$ cat src/rtl/dmac_pkg.sv
package dmac_pkg;
  localparam int unsigned BYTE_W = 8;
  localparam int unsigned NBYTES = 2;
  localparam int unsigned PAGE_W = 4;

  typedef enum logic [2:0] {
    SEL_MASK   = 3'd0,
    SEL_MODE   = 3'd1,
    SEL_PTRCLR = 3'd2,
    SEL_ADDR   = 3'd3,
    SEL_CNT    = 3'd4,
    SEL_PAGE   = 3'd5
  } wsel_e;

  localparam logic [1:0] XMODE_DEMAND = 2'b00;
endpackage

$ cat src/rtl/dmac_wcnt.sv
module dmac_wcnt
  import dmac_pkg::*;
#(
  parameter int unsigned NB = NBYTES
) (
  input  logic              clk_i,
  input  logic              rst_ni,
  input  logic [NB-1:0]     ld_i,
  input  logic [BYTE_W-1:0] data_i,
  input  logic              step_i,
  input  logic              down_i,
  output logic [NB*BYTE_W-1:0] val_o,
  output logic              zero_o
);
  localparam int unsigned W = NB * BYTE_W;

  logic [W-1:0] q, ld_val;

  for (genvar b = 0; b < NB; b++) begin : g_byte
    assign ld_val[b*BYTE_W +: BYTE_W] = ld_i[b] ? data_i : q[b*BYTE_W +: BYTE_W];
  end

  always_ff @(posedge clk_i or negedge rst_ni) begin
    if (!rst_ni)     q <= '0;
    else if (|ld_i)  q <= ld_val;
    else if (step_i) q <= down_i ? q - W'(1) : q + W'(1);
  end

  assign val_o  = q;
  assign zero_o = (q == '0);


  step_up_chk: assert property (@(posedge clk_i) disable iff (!rst_ni)
    (step_i && !(|ld_i) && !down_i) |=> val_o == $past(val_o) + W'(1));

  step_dn_chk: assert property (@(posedge clk_i) disable iff (!rst_ni)
    (step_i && !(|ld_i) && down_i) |=> val_o == $past(val_o) - W'(1));

  hold_chk: assert property (@(posedge clk_i) disable iff (!rst_ni)
    (!step_i && !(|ld_i)) |=> $stable(val_o));
endmodule

$ cat src/rtl/dmac_ctrl.sv
module dmac_ctrl
  import dmac_pkg::*;
#(
  parameter int unsigned CHAN_ID = 3
) (
  input  logic              clk_i,
  input  logic              rst_ni,
  input  logic              wr_en_i,
  input  logic [2:0]        wr_sel_i,
  input  logic [BYTE_W-1:0] wr_data_i,
  input  logic              stat_rd_i,
  input  logic              drq_i,
  input  logic              cnt_zero_i,
  output logic [NBYTES-1:0] addr_ld_o,
  output logic [NBYTES-1:0] cnt_ld_o,
  output logic              step_o,
  output logic              down_o,
  output logic [PAGE_W-1:0] page_o,
  output logic [BYTE_W-1:0] stat_o,
  output logic              ack_o,
  output logic              tc_o,
  output logic              mem_rd_o,
  output logic              mem_wr_o
);
  logic              mask_q, hi_ptr_q, to_mem_q, dec_q, tc_flag_q;
  logic [1:0]        xmode_q;
  logic [PAGE_W-1:0] page_q;
  logic              wr_mask, wr_mode, wr_clr, wr_addr, wr_cnt, wr_page, svc, last;
  logic [NBYTES-1:0] byte_sel;
  logic              unused_mode;

  assign wr_mask = wr_en_i && (wr_sel_i == SEL_MASK);
  assign wr_mode = wr_en_i && (wr_sel_i == SEL_MODE) && (wr_data_i[1:0] == 2'(CHAN_ID));
  assign wr_clr  = wr_en_i && (wr_sel_i == SEL_PTRCLR);
  assign wr_addr = wr_en_i && (wr_sel_i == SEL_ADDR);
  assign wr_cnt  = wr_en_i && (wr_sel_i == SEL_CNT);
  assign wr_page = wr_en_i && (wr_sel_i == SEL_PAGE);
  assign unused_mode = ^wr_data_i[4:3];

  assign byte_sel  = hi_ptr_q ? NBYTES'(2) : NBYTES'(1);
  assign addr_ld_o = wr_addr ? byte_sel : '0;
  assign cnt_ld_o  = wr_cnt  ? byte_sel : '0;

  assign svc  = !mask_q && (xmode_q == XMODE_DEMAND) && drq_i;
  assign last = svc && cnt_zero_i;

  always_ff @(posedge clk_i or negedge rst_ni) begin
    if (!rst_ni) begin
      mask_q    <= 1'b1;
      hi_ptr_q  <= 1'b0;
      to_mem_q  <= 1'b0;
      dec_q     <= 1'b0;
      xmode_q   <= XMODE_DEMAND;
      page_q    <= '0;
      tc_flag_q <= 1'b0;
    end else begin
      if (wr_mask)   mask_q <= wr_data_i[0];
      else if (last) mask_q <= 1'b1;
      if (wr_clr)                hi_ptr_q <= 1'b0;
      else if (wr_addr || wr_cnt) hi_ptr_q <= ~hi_ptr_q;
      if (wr_mode) begin
        to_mem_q <= wr_data_i[2];
        dec_q    <= wr_data_i[5];
        xmode_q  <= wr_data_i[7:6];
      end
      if (wr_page) page_q <= wr_data_i[PAGE_W-1:0];
      if (last)           tc_flag_q <= 1'b1;
      else if (stat_rd_i) tc_flag_q <= 1'b0;
    end
  end

  assign step_o   = svc;
  assign down_o   = dec_q;
  assign page_o   = page_q;
  assign stat_o   = {{(BYTE_W-1){1'b0}}, tc_flag_q};
  assign ack_o    = svc;
  assign tc_o     = last;
  assign mem_rd_o = svc && !to_mem_q;
  assign mem_wr_o = svc && to_mem_q;


  ack_masked_chk: assert property (@(posedge clk_i) disable iff (!rst_ni)
    ack_o |-> !mask_q);

  ack_drq_chk: assert property (@(posedge clk_i) disable iff (!rst_ni)
    ack_o |-> drq_i);

  tc_ack_chk: assert property (@(posedge clk_i) disable iff (!rst_ni)
    tc_o |-> (ack_o && (mem_rd_o != mem_wr_o)));

  tc_stop_chk: assert property (@(posedge clk_i) disable iff (!rst_ni)
    (tc_o && !wr_mask) |=> (mask_q && tc_flag_q && !ack_o));

  stat_clr_chk: assert property (@(posedge clk_i) disable iff (!rst_ni)
    (stat_rd_i && !tc_o) |=> !tc_flag_q);

  ptr_clr_chk: assert property (@(posedge clk_i) disable iff (!rst_ni)
    wr_clr |=> !hi_ptr_q);
endmodule

$ cat src/rtl/dmac_chan.sv
module dmac_chan
  import dmac_pkg::*;
#(
  parameter int unsigned CHAN_ID = 3
) (
  input  logic        clk_i,
  input  logic        rst_ni,
  input  logic        wr_en_i,
  input  logic [2:0]  wr_sel_i,
  input  logic [7:0]  wr_data_i,
  input  logic        stat_rd_i,
  output logic [7:0]  stat_o,
  input  logic        drq_i,
  output logic        ack_o,
  output logic        tc_o,
  output logic        mem_rd_o,
  output logic        mem_wr_o,
  output logic [19:0] addr_o
);
  localparam int unsigned OFS_W = NBYTES * BYTE_W;

  logic [NBYTES-1:0] addr_ld, cnt_ld;
  logic              step, down, cnt_zero, addr_zero;
  logic [PAGE_W-1:0] page;
  logic [OFS_W-1:0]  addr_ofs, cnt_val;
  logic              unused_cnt;

  dmac_ctrl #(.CHAN_ID(CHAN_ID)) u_ctrl (
    .clk_i, .rst_ni, .wr_en_i, .wr_sel_i, .wr_data_i, .stat_rd_i, .drq_i,
    .cnt_zero_i(cnt_zero), .addr_ld_o(addr_ld), .cnt_ld_o(cnt_ld),
    .step_o(step), .down_o(down), .page_o(page), .stat_o,
    .ack_o, .tc_o, .mem_rd_o, .mem_wr_o
  );

  dmac_wcnt #(.NB(NBYTES)) u_addr (
    .clk_i, .rst_ni, .ld_i(addr_ld), .data_i(wr_data_i),
    .step_i(step), .down_i(down), .val_o(addr_ofs), .zero_o(addr_zero)
  );

  dmac_wcnt #(.NB(NBYTES)) u_cnt (
    .clk_i, .rst_ni, .ld_i(cnt_ld), .data_i(wr_data_i),
    .step_i(step), .down_i(1'b1), .val_o(cnt_val), .zero_o(cnt_zero)
  );

  assign unused_cnt = addr_zero ^ (^cnt_val);
  assign addr_o     = {page, addr_ofs};


  page_hold_chk: assert property (@(posedge clk_i) disable iff (!rst_ni)
    (ack_o && !(wr_en_i && wr_sel_i == SEL_PAGE)) |=> $stable(addr_o[19:16]));
endmodule

$ cat config.mk
export PLATFORM = sky130hd
export DESIGN_NAME = dmac_chan
export DESIGN_NICKNAME = d
export VERILOG_FILES = /design/src/rtl/dmac_pkg.sv /design/src/rtl/dmac_wcnt.sv /design/src/rtl/dmac_ctrl.sv /design/src/rtl/dmac_chan.sv
export SDC_FILE = /design/constraint.sdc
export NUM_CORES = 1
export LEC_CHECK = 0
export ABC_AREA = 1
export BUFFER_PORTS_ARGS = -buffer_cell sky130_fd_sc_hd__buf_2
export CAP_MARGIN = 20
export CORE_ASPECT_RATIO = 1.75
export CORE_MARGIN = 10
export CORE_UTILIZATION = 53
export CTS_BUF_LIST = sky130_fd_sc_hd__clkbuf_16
export DETAILED_ROUTE_END_ITERATION = 8
export PLACE_DENSITY = 0.78
export SYNTH_ARGS = -nofsm -noshare
export SYNTH_HDL_FRONTEND = slang
export SYNTH_SLANG_ARGS = --single-unit
$ cat constraint.sdc
create_clock -name clk_i -period 2.3 [get_ports clk_i]
set_clock_uncertainty 0.2 [all_clocks]
set_input_delay 0.46 -clock clk_i [delete_from_list [all_inputs] [get_ports clk_i]]
set_output_delay 0.46 -clock clk_i [all_outputs]
set_load 0.01 [all_outputs]
After elaboration in Yosys (flattened, before gate mapping)

Index checks and enable logic that the tools add are counted.

Register bits after elaboration: 43
Input bits: 16
Output and inout port bits: 32
Logic and storage cells: 72

Add/sub/neg operators: 3
Eq/ne operators: 10
Mux-type cells: 18
Bitwise operators: 1
Reduce and logical (&&, ||, !) cells: 29

Operators with widths:

| kind                                                                    | count |
|---|---|
| 16-bit 2-to-1 mux                                                       | 5 |
| 8-bit 2-to-1 mux                                                        | 4 |
| 16-bit by 1-bit subtractor with 16-bit output, second input constant    | 2 |
| 16-bit by 1-bit adder with 16-bit output, second input constant         | 1 |
| 16-bit logical NOT                                                      | 1 |
| 1-bit logical AND                                                       | 12 |
| 2-bit nonzero test                                                      | 5 |
| 2-bit by 1-bit inequality test with 1-bit output, second input constant | 4 |
| 2-bit AND reduction                                                     | 4 |
| 3-bit by 2-bit equality test with 1-bit output, second input constant   | 2 |
| 3-bit equality test, second input constant                              | 2 |
| 1-bit 2-to-1 mux                                                        | 6 |
| 2-bit 2-to-1 mux                                                        | 3 |
| 2-bit OR reduction                                                      | 2 |
| 3-bit by 1-bit equality test with 1-bit output, second input constant   | 1 |
| 3-bit logical NOT                                                       | 1 |
| 2-bit equality test, second input constant                              | 1 |
| 1-bit logical NOT                                                       | 2 |
| 2-bit logical NOT                                                       | 1 |
| 1-bit logical OR                                                        | 1 |
| 1-bit inverter                                                          | 1 |

Depth between registers and ports, before layout

Depth after elaboration: 6
Mapped depth: 10
Mapped depth without buffers: 10

Modules after synthesis

Synthesis repeated with hierarchy kept, for this count alone.

Cell total of the unflattened synthesis: 644
Area, all modules: 4149.0 um^2

By module, submodules not included:

| module             | times used | cells each | area an instance (um^2) | sequential area each (um^2) |
|---|---|---|---|---|
| dmac_wcnt (u_addr) | 1          | 277        | 1751.7                  | 400.4 |
| dmac_wcnt (u_cnt)  | 1          | 277        | 1742.9                  | 400.4 |
| dmac_ctrl          | 1          | 89         | 650.6                   | 276.5 |
| dmac_chan          | 1          | 1          | 3.8                     | 0.0 |

Worst setup path after synthesis

No wires, ideal clock.

Kind: flip-flop to flip-flop
From: register u_ctrl.dec_q (netlist: u_ctrl.down_o)
To: register u_addr.q[6] (netlist: u_addr.val_o[6])
Setup time: 121 ps
Arrival: 1787 ps
Data required time: 1979 ps
Path slack: 192 ps
Cell stages (with the launch flop): 8
Path buffers: 0
Period minus slack after synthesis: 2108 ps
Path through: dfrtp_1 ha_1 or2_2 nand3b_1 nand2_1 or2_2 nand3_1 a21oi_1

Longest elaborated chain between the ends: 3

RTL lines:

| item                           | RTL line        | RTL |
|---|---|---|
| from (decl)                    | dmac_ctrl.sv:25 | `logic mask_q, hi_ptr_q, to_mem_q, dec_q, tc_flag_q;` |
| from (signal assigned)         | dmac_ctrl.sv:63 | `dec_q <= wr_data_i[5];` |
| 16-bit 2-to-1 mux (2 in a row) | dmac_wcnt.sv:26 | `else if (step_i) q <= down_i ? q - W'(1) : q + W'(1);` |
| 16-bit 2-to-1 mux              | dmac_wcnt.sv:25 | `else if (\|ld_i) q <= ld_val;` |
| to (signal assigned)           | dmac_wcnt.sv:25 |  |
| to (signal assigned)           | dmac_wcnt.sv:26 |  |
| to (decl)                      | dmac_wcnt.sv:17 | `logic [W-1:0] q, ld_val;` |

No other way between the ends. The select of a mux whose other input is x is not followed.
A chain may end at the register's enable or synchronous reset.

Final worst setup path

From: register u_cnt.q[12] (netlist: u_cnt.val_o[12])
To: output tc_o

Longest elaborated chain between the ends: 2

RTL lines:

| item                   | RTL line        | RTL |
|---|---|---|
| from (decl)            | dmac_wcnt.sv:17 |  |
| from (signal assigned) | dmac_wcnt.sv:25 |  |
| from (signal assigned) | dmac_wcnt.sv:26 |  |
| 16-bit logical NOT     | dmac_wcnt.sv:30 | `assign zero_o = (q == '0);` |
| 1-bit logical AND      | dmac_ctrl.sv:45 | `assign last = svc && cnt_zero_i;` |
| to (decl)              | dmac_chan.sv:15 | `output logic tc_o,` |

No other way between the ends.

==> results.sh <==
export IMPL_status="complete, no violations"
export IMPL_period_needed_ns=2.21
export IMPL_path_cells="nor2_1 > nand2_1 > nor3_1 > nand2_1 > inv_1 > buf_2"
export IMPL_ys_async_sr_fraction_pct=100
export IMPL_synth_edf_count=0
export IMPL_cts_root_buf="clkbuf_16"
export IMPL_swShare_pct=45.4
export IMPL_crit_type="flop to output port"
export IMPL_final_net_count=574
export IMPL_ys_flop_type="dfrtp_1"
export IMPL_port_buffers=40
export IMPL_gr_total_overflow=0
export IMPL_switchingPower_uw=2050
export IMPL_final_common_cell="nand2_1"
export IMPL_clock_sinks=43
export IMPL_drc=0
export IMPL_initialDrtViolationCount=208
export IMPL_ys_ff_latch=43
export IMPL_synth_cell_type_count=41
export IMPL_path_max_fanout=4
export IMPL_grt_pass1_vias=3218
export IMPL_ir_worst_vdd_uv=659
export IMPL_yosysTopAreaCell="dfrtp_1"
export IMPL_power_frac_comb_pct=52.8
export IMPL_endpoint_kind="output port"
export IMPL_clk_latency_ns=0.29
export IMPL_cp_start_kind="flop"
export IMPL_antenna_found_initial=0
export IMPL_cts_buffers=5
export IMPL_crit_required_ns=1.64
export IMPL_finalWirelength_um=8930
export IMPL_grt_pass1_wl_um=14700
export IMPL_seq_area_frac_synth_pct=31.9
export IMPL_die_height_um=126
export IMPL_avgViaCountPerCell=5.26
export IMPL_p_per_area_nw_per_um2=1180
export IMPL_grt_use_total_pct=18.1
export IMPL_worst_slack_ns=0.0868
export IMPL_p_int_uw=2460
export IMPL_initial_core_util_pct=54.3
export IMPL_synthCells=495
export IMPL_synth_area_leaders="dfrtp_1 31%, nand2_1 15%, inv_1 7.4%, nor2_1 7.4%, ha_1 5.9%"
export IMPL_worst_endpoint_arrival_ns=1.55
export IMPL_final_cell_mix="133 x nand2_1, 67 x inv_1, 67 x nor2_1"
export IMPL_avgRoutedWirePerCell_um=14.4
export IMPL_max_freq_mhz=452
export IMPL_die_w_um=80.4
export IMPL_htreeDepth=2
export IMPL_pwr_share_clk_pct=18.4
export IMPL_place_ws_ns=0.0980
export IMPL_report_final_hold_viol_count=0
export IMPL_core_region_area_sq_um=6230
export IMPL_worst_pin_slew_ns=0.570
export IMPL_setup_viol=0
export IMPL_ant_nets=0
export IMPL_die_area_sq_um=10100
export IMPL_maxCapViolations=0
export IMPL_seqPwrFrac_pct=28.8
export IMPL_hp_class="input pin to asynchronous set/reset pin"
export IMPL_area_growth_pct=13.5
export IMPL_synth_top_cell_area_share_pct=31.1
export IMPL_grt_max_degree=44
export IMPL_slew_headroom_pct=62.0
export IMPL_min_period_over_period_pct=96.2
export IMPL_cts_tree="done"
export IMPL_num_rows=38
export IMPL_yosys_warnings=0
export IMPL_clk_pin_slew_ns=0.06
export IMPL_finalMaxSlewViolations=0
export IMPL_crit_top_cell="nand2_1"
export IMPL_first_pass_iters=5
export IMPL_synth_cell_area_sq_um=3380
export IMPL_pin_count=48
export IMPL_worst_path_largest_cell_delay_ns=0.41
export IMPL_slowest_stage="dfrtp_1"
export IMPL_diodes=0
export IMPL_clk_path_buf_depth=2
export IMPL_post_dp_hpwl_um=7160
export IMPL_nFillCells=608
export IMPL_vias=3269
export IMPL_avgSynthCellArea_sq_um=6.83
export IMPL_place_congestion=0.984
export IMPL_p_leak_uw=0.00211
export IMPL_tns_ns=0
export IMPL_drive_gt1_share_pct=17.2
==> Yosys cell counts, drive strengths merged (2+ instances only) <==
cell type,instances
buf,12
o211ai,2
dfrtp,42
a31oi,6
o21ai,22
nand2,139
nand3b,3
nand4,2
xor2,4
ha,16
or2,6
nor2,81
o22ai,3
nand3,33
inv,74
nor3,9
a21oi,31
==> area by class of cell <==
cell class / count / area, sq um / share of cell area (%)
clock inverter: 3 / 47.5 / 1.24
timing repair buffer: 46 / 258 / 6.72
clock buffer: 5 / 125 / 3.26
multi-input combinational: 371 / 1940 / 50.6
inverter: 74 / 285 / 7.43
tap: 80 / 100 / 2.61
sequential: 43 / 1080 / 28.1
==> sequential cells by signal, summed over array words and instances, names as in the netlist <==
register and flops:
u_ctrl.down_o 1, u_ctrl.to_mem_q 1, u_ctrl.tc_flag_q 1, u_cnt.val_o 16, u_ctrl.hi_ptr_q 1, u_ctrl.page_o 4, u_ctrl.xmode_q 2, u_ctrl.mask_q 1
u_addr.val_o 16
==> cell families (layout without fill, tap and decap cells) <==
| family | Yosys count | count (layout) | share of synthesized area, % |
|---|---|---|---|
| other cells | 1 | 7 | 0.111 |
| flops | 43 | 43 | 31.9 |
| compound gates | 69 | 69 | 11.6 |
| xor+xnor | 5 | 5 | 1.29 |
| simple gates | 273 | 273 | 37.2 |
| buf+inv | 87 | 128 | 11.5 |
| fa+ha+maj | 17 | 17 | 6.51 |
==> critical path: cells and delay by family (launching register included) <==
family	cells	cell delay (ns)
buf+inv	2	0.19
flops	1	0.41
simple gates	4	0.66
==> metrics by stage <==
step	instances	total power (uW)	hold WS (ns)	cell area [sq um]	util, %
6_report	622	4510	0.0421	3840	61.6
5_1_grt	622	4950	0.0822	3840	61.6
4_1_cts	620	4500	0.0589	3800	61.1
3_5_place_dp	612	3650	0.276	3630	58.3
3_3_place_gp	612	3590	0.264	3630	58.3
2_1_floorplan	501	3020	-0.0356	3400	-
==> metal layers <==
metal  wire length [um]  global-route usage (%)
met5                  0                       0
met4                335                    9.58
met3                287                    2.49
met2               5030                    34.4
met1               3280                    17.6
==> path summary, 6_finish.rpt <==
path / from / end / slack [ns] / depth (start not counted)
worst max-delay path: u_cnt.val_o[12]$_DFFE_PN0P_ / tc_o / 0.09 / 6
worst min-delay path: rst_ni / u_cnt.val_o[7]$_DFFE_PN0P_ / 0.04 / 2
worst max register to register: u_ctrl.down_o$_DFFE_PN0P_ / u_addr.val_o[15]$_DFFE_PN0P_ / 0.15 / 11
worst min register to register: u_ctrl.page_o[0]$_DFFE_PN0P_ / u_ctrl.page_o[0]$_DFFE_PN0P_ / 0.29 / 2
max in group asynchronous: rst_ni / u_ctrl.down_o$_DFFE_PN0P_ / 1.44 / 2
min in group clk_i: stat_rd_i / u_ctrl.tc_flag_q$_DFFE_PN0P_ / 0.15 / 2
==> power by group through the flow <==
stage	combinational (uW)	sequential, uW	clock [uW]
final	2380	1300	831
after CTS	2360	1300	850
after global routing	2740	1340	873
after detailed placement	2340	1310	0
after global placement	2290	1300	0
after floorplan	1700	1320	0
==> what timing repair did <==
action                     4_1_cts  5_1_grt
resized for setup                0        2
hold buffers                     0        0
setup endpoints to repair        0        3
buffers inserted                 0        2
(Power assumes the default switching activity.)
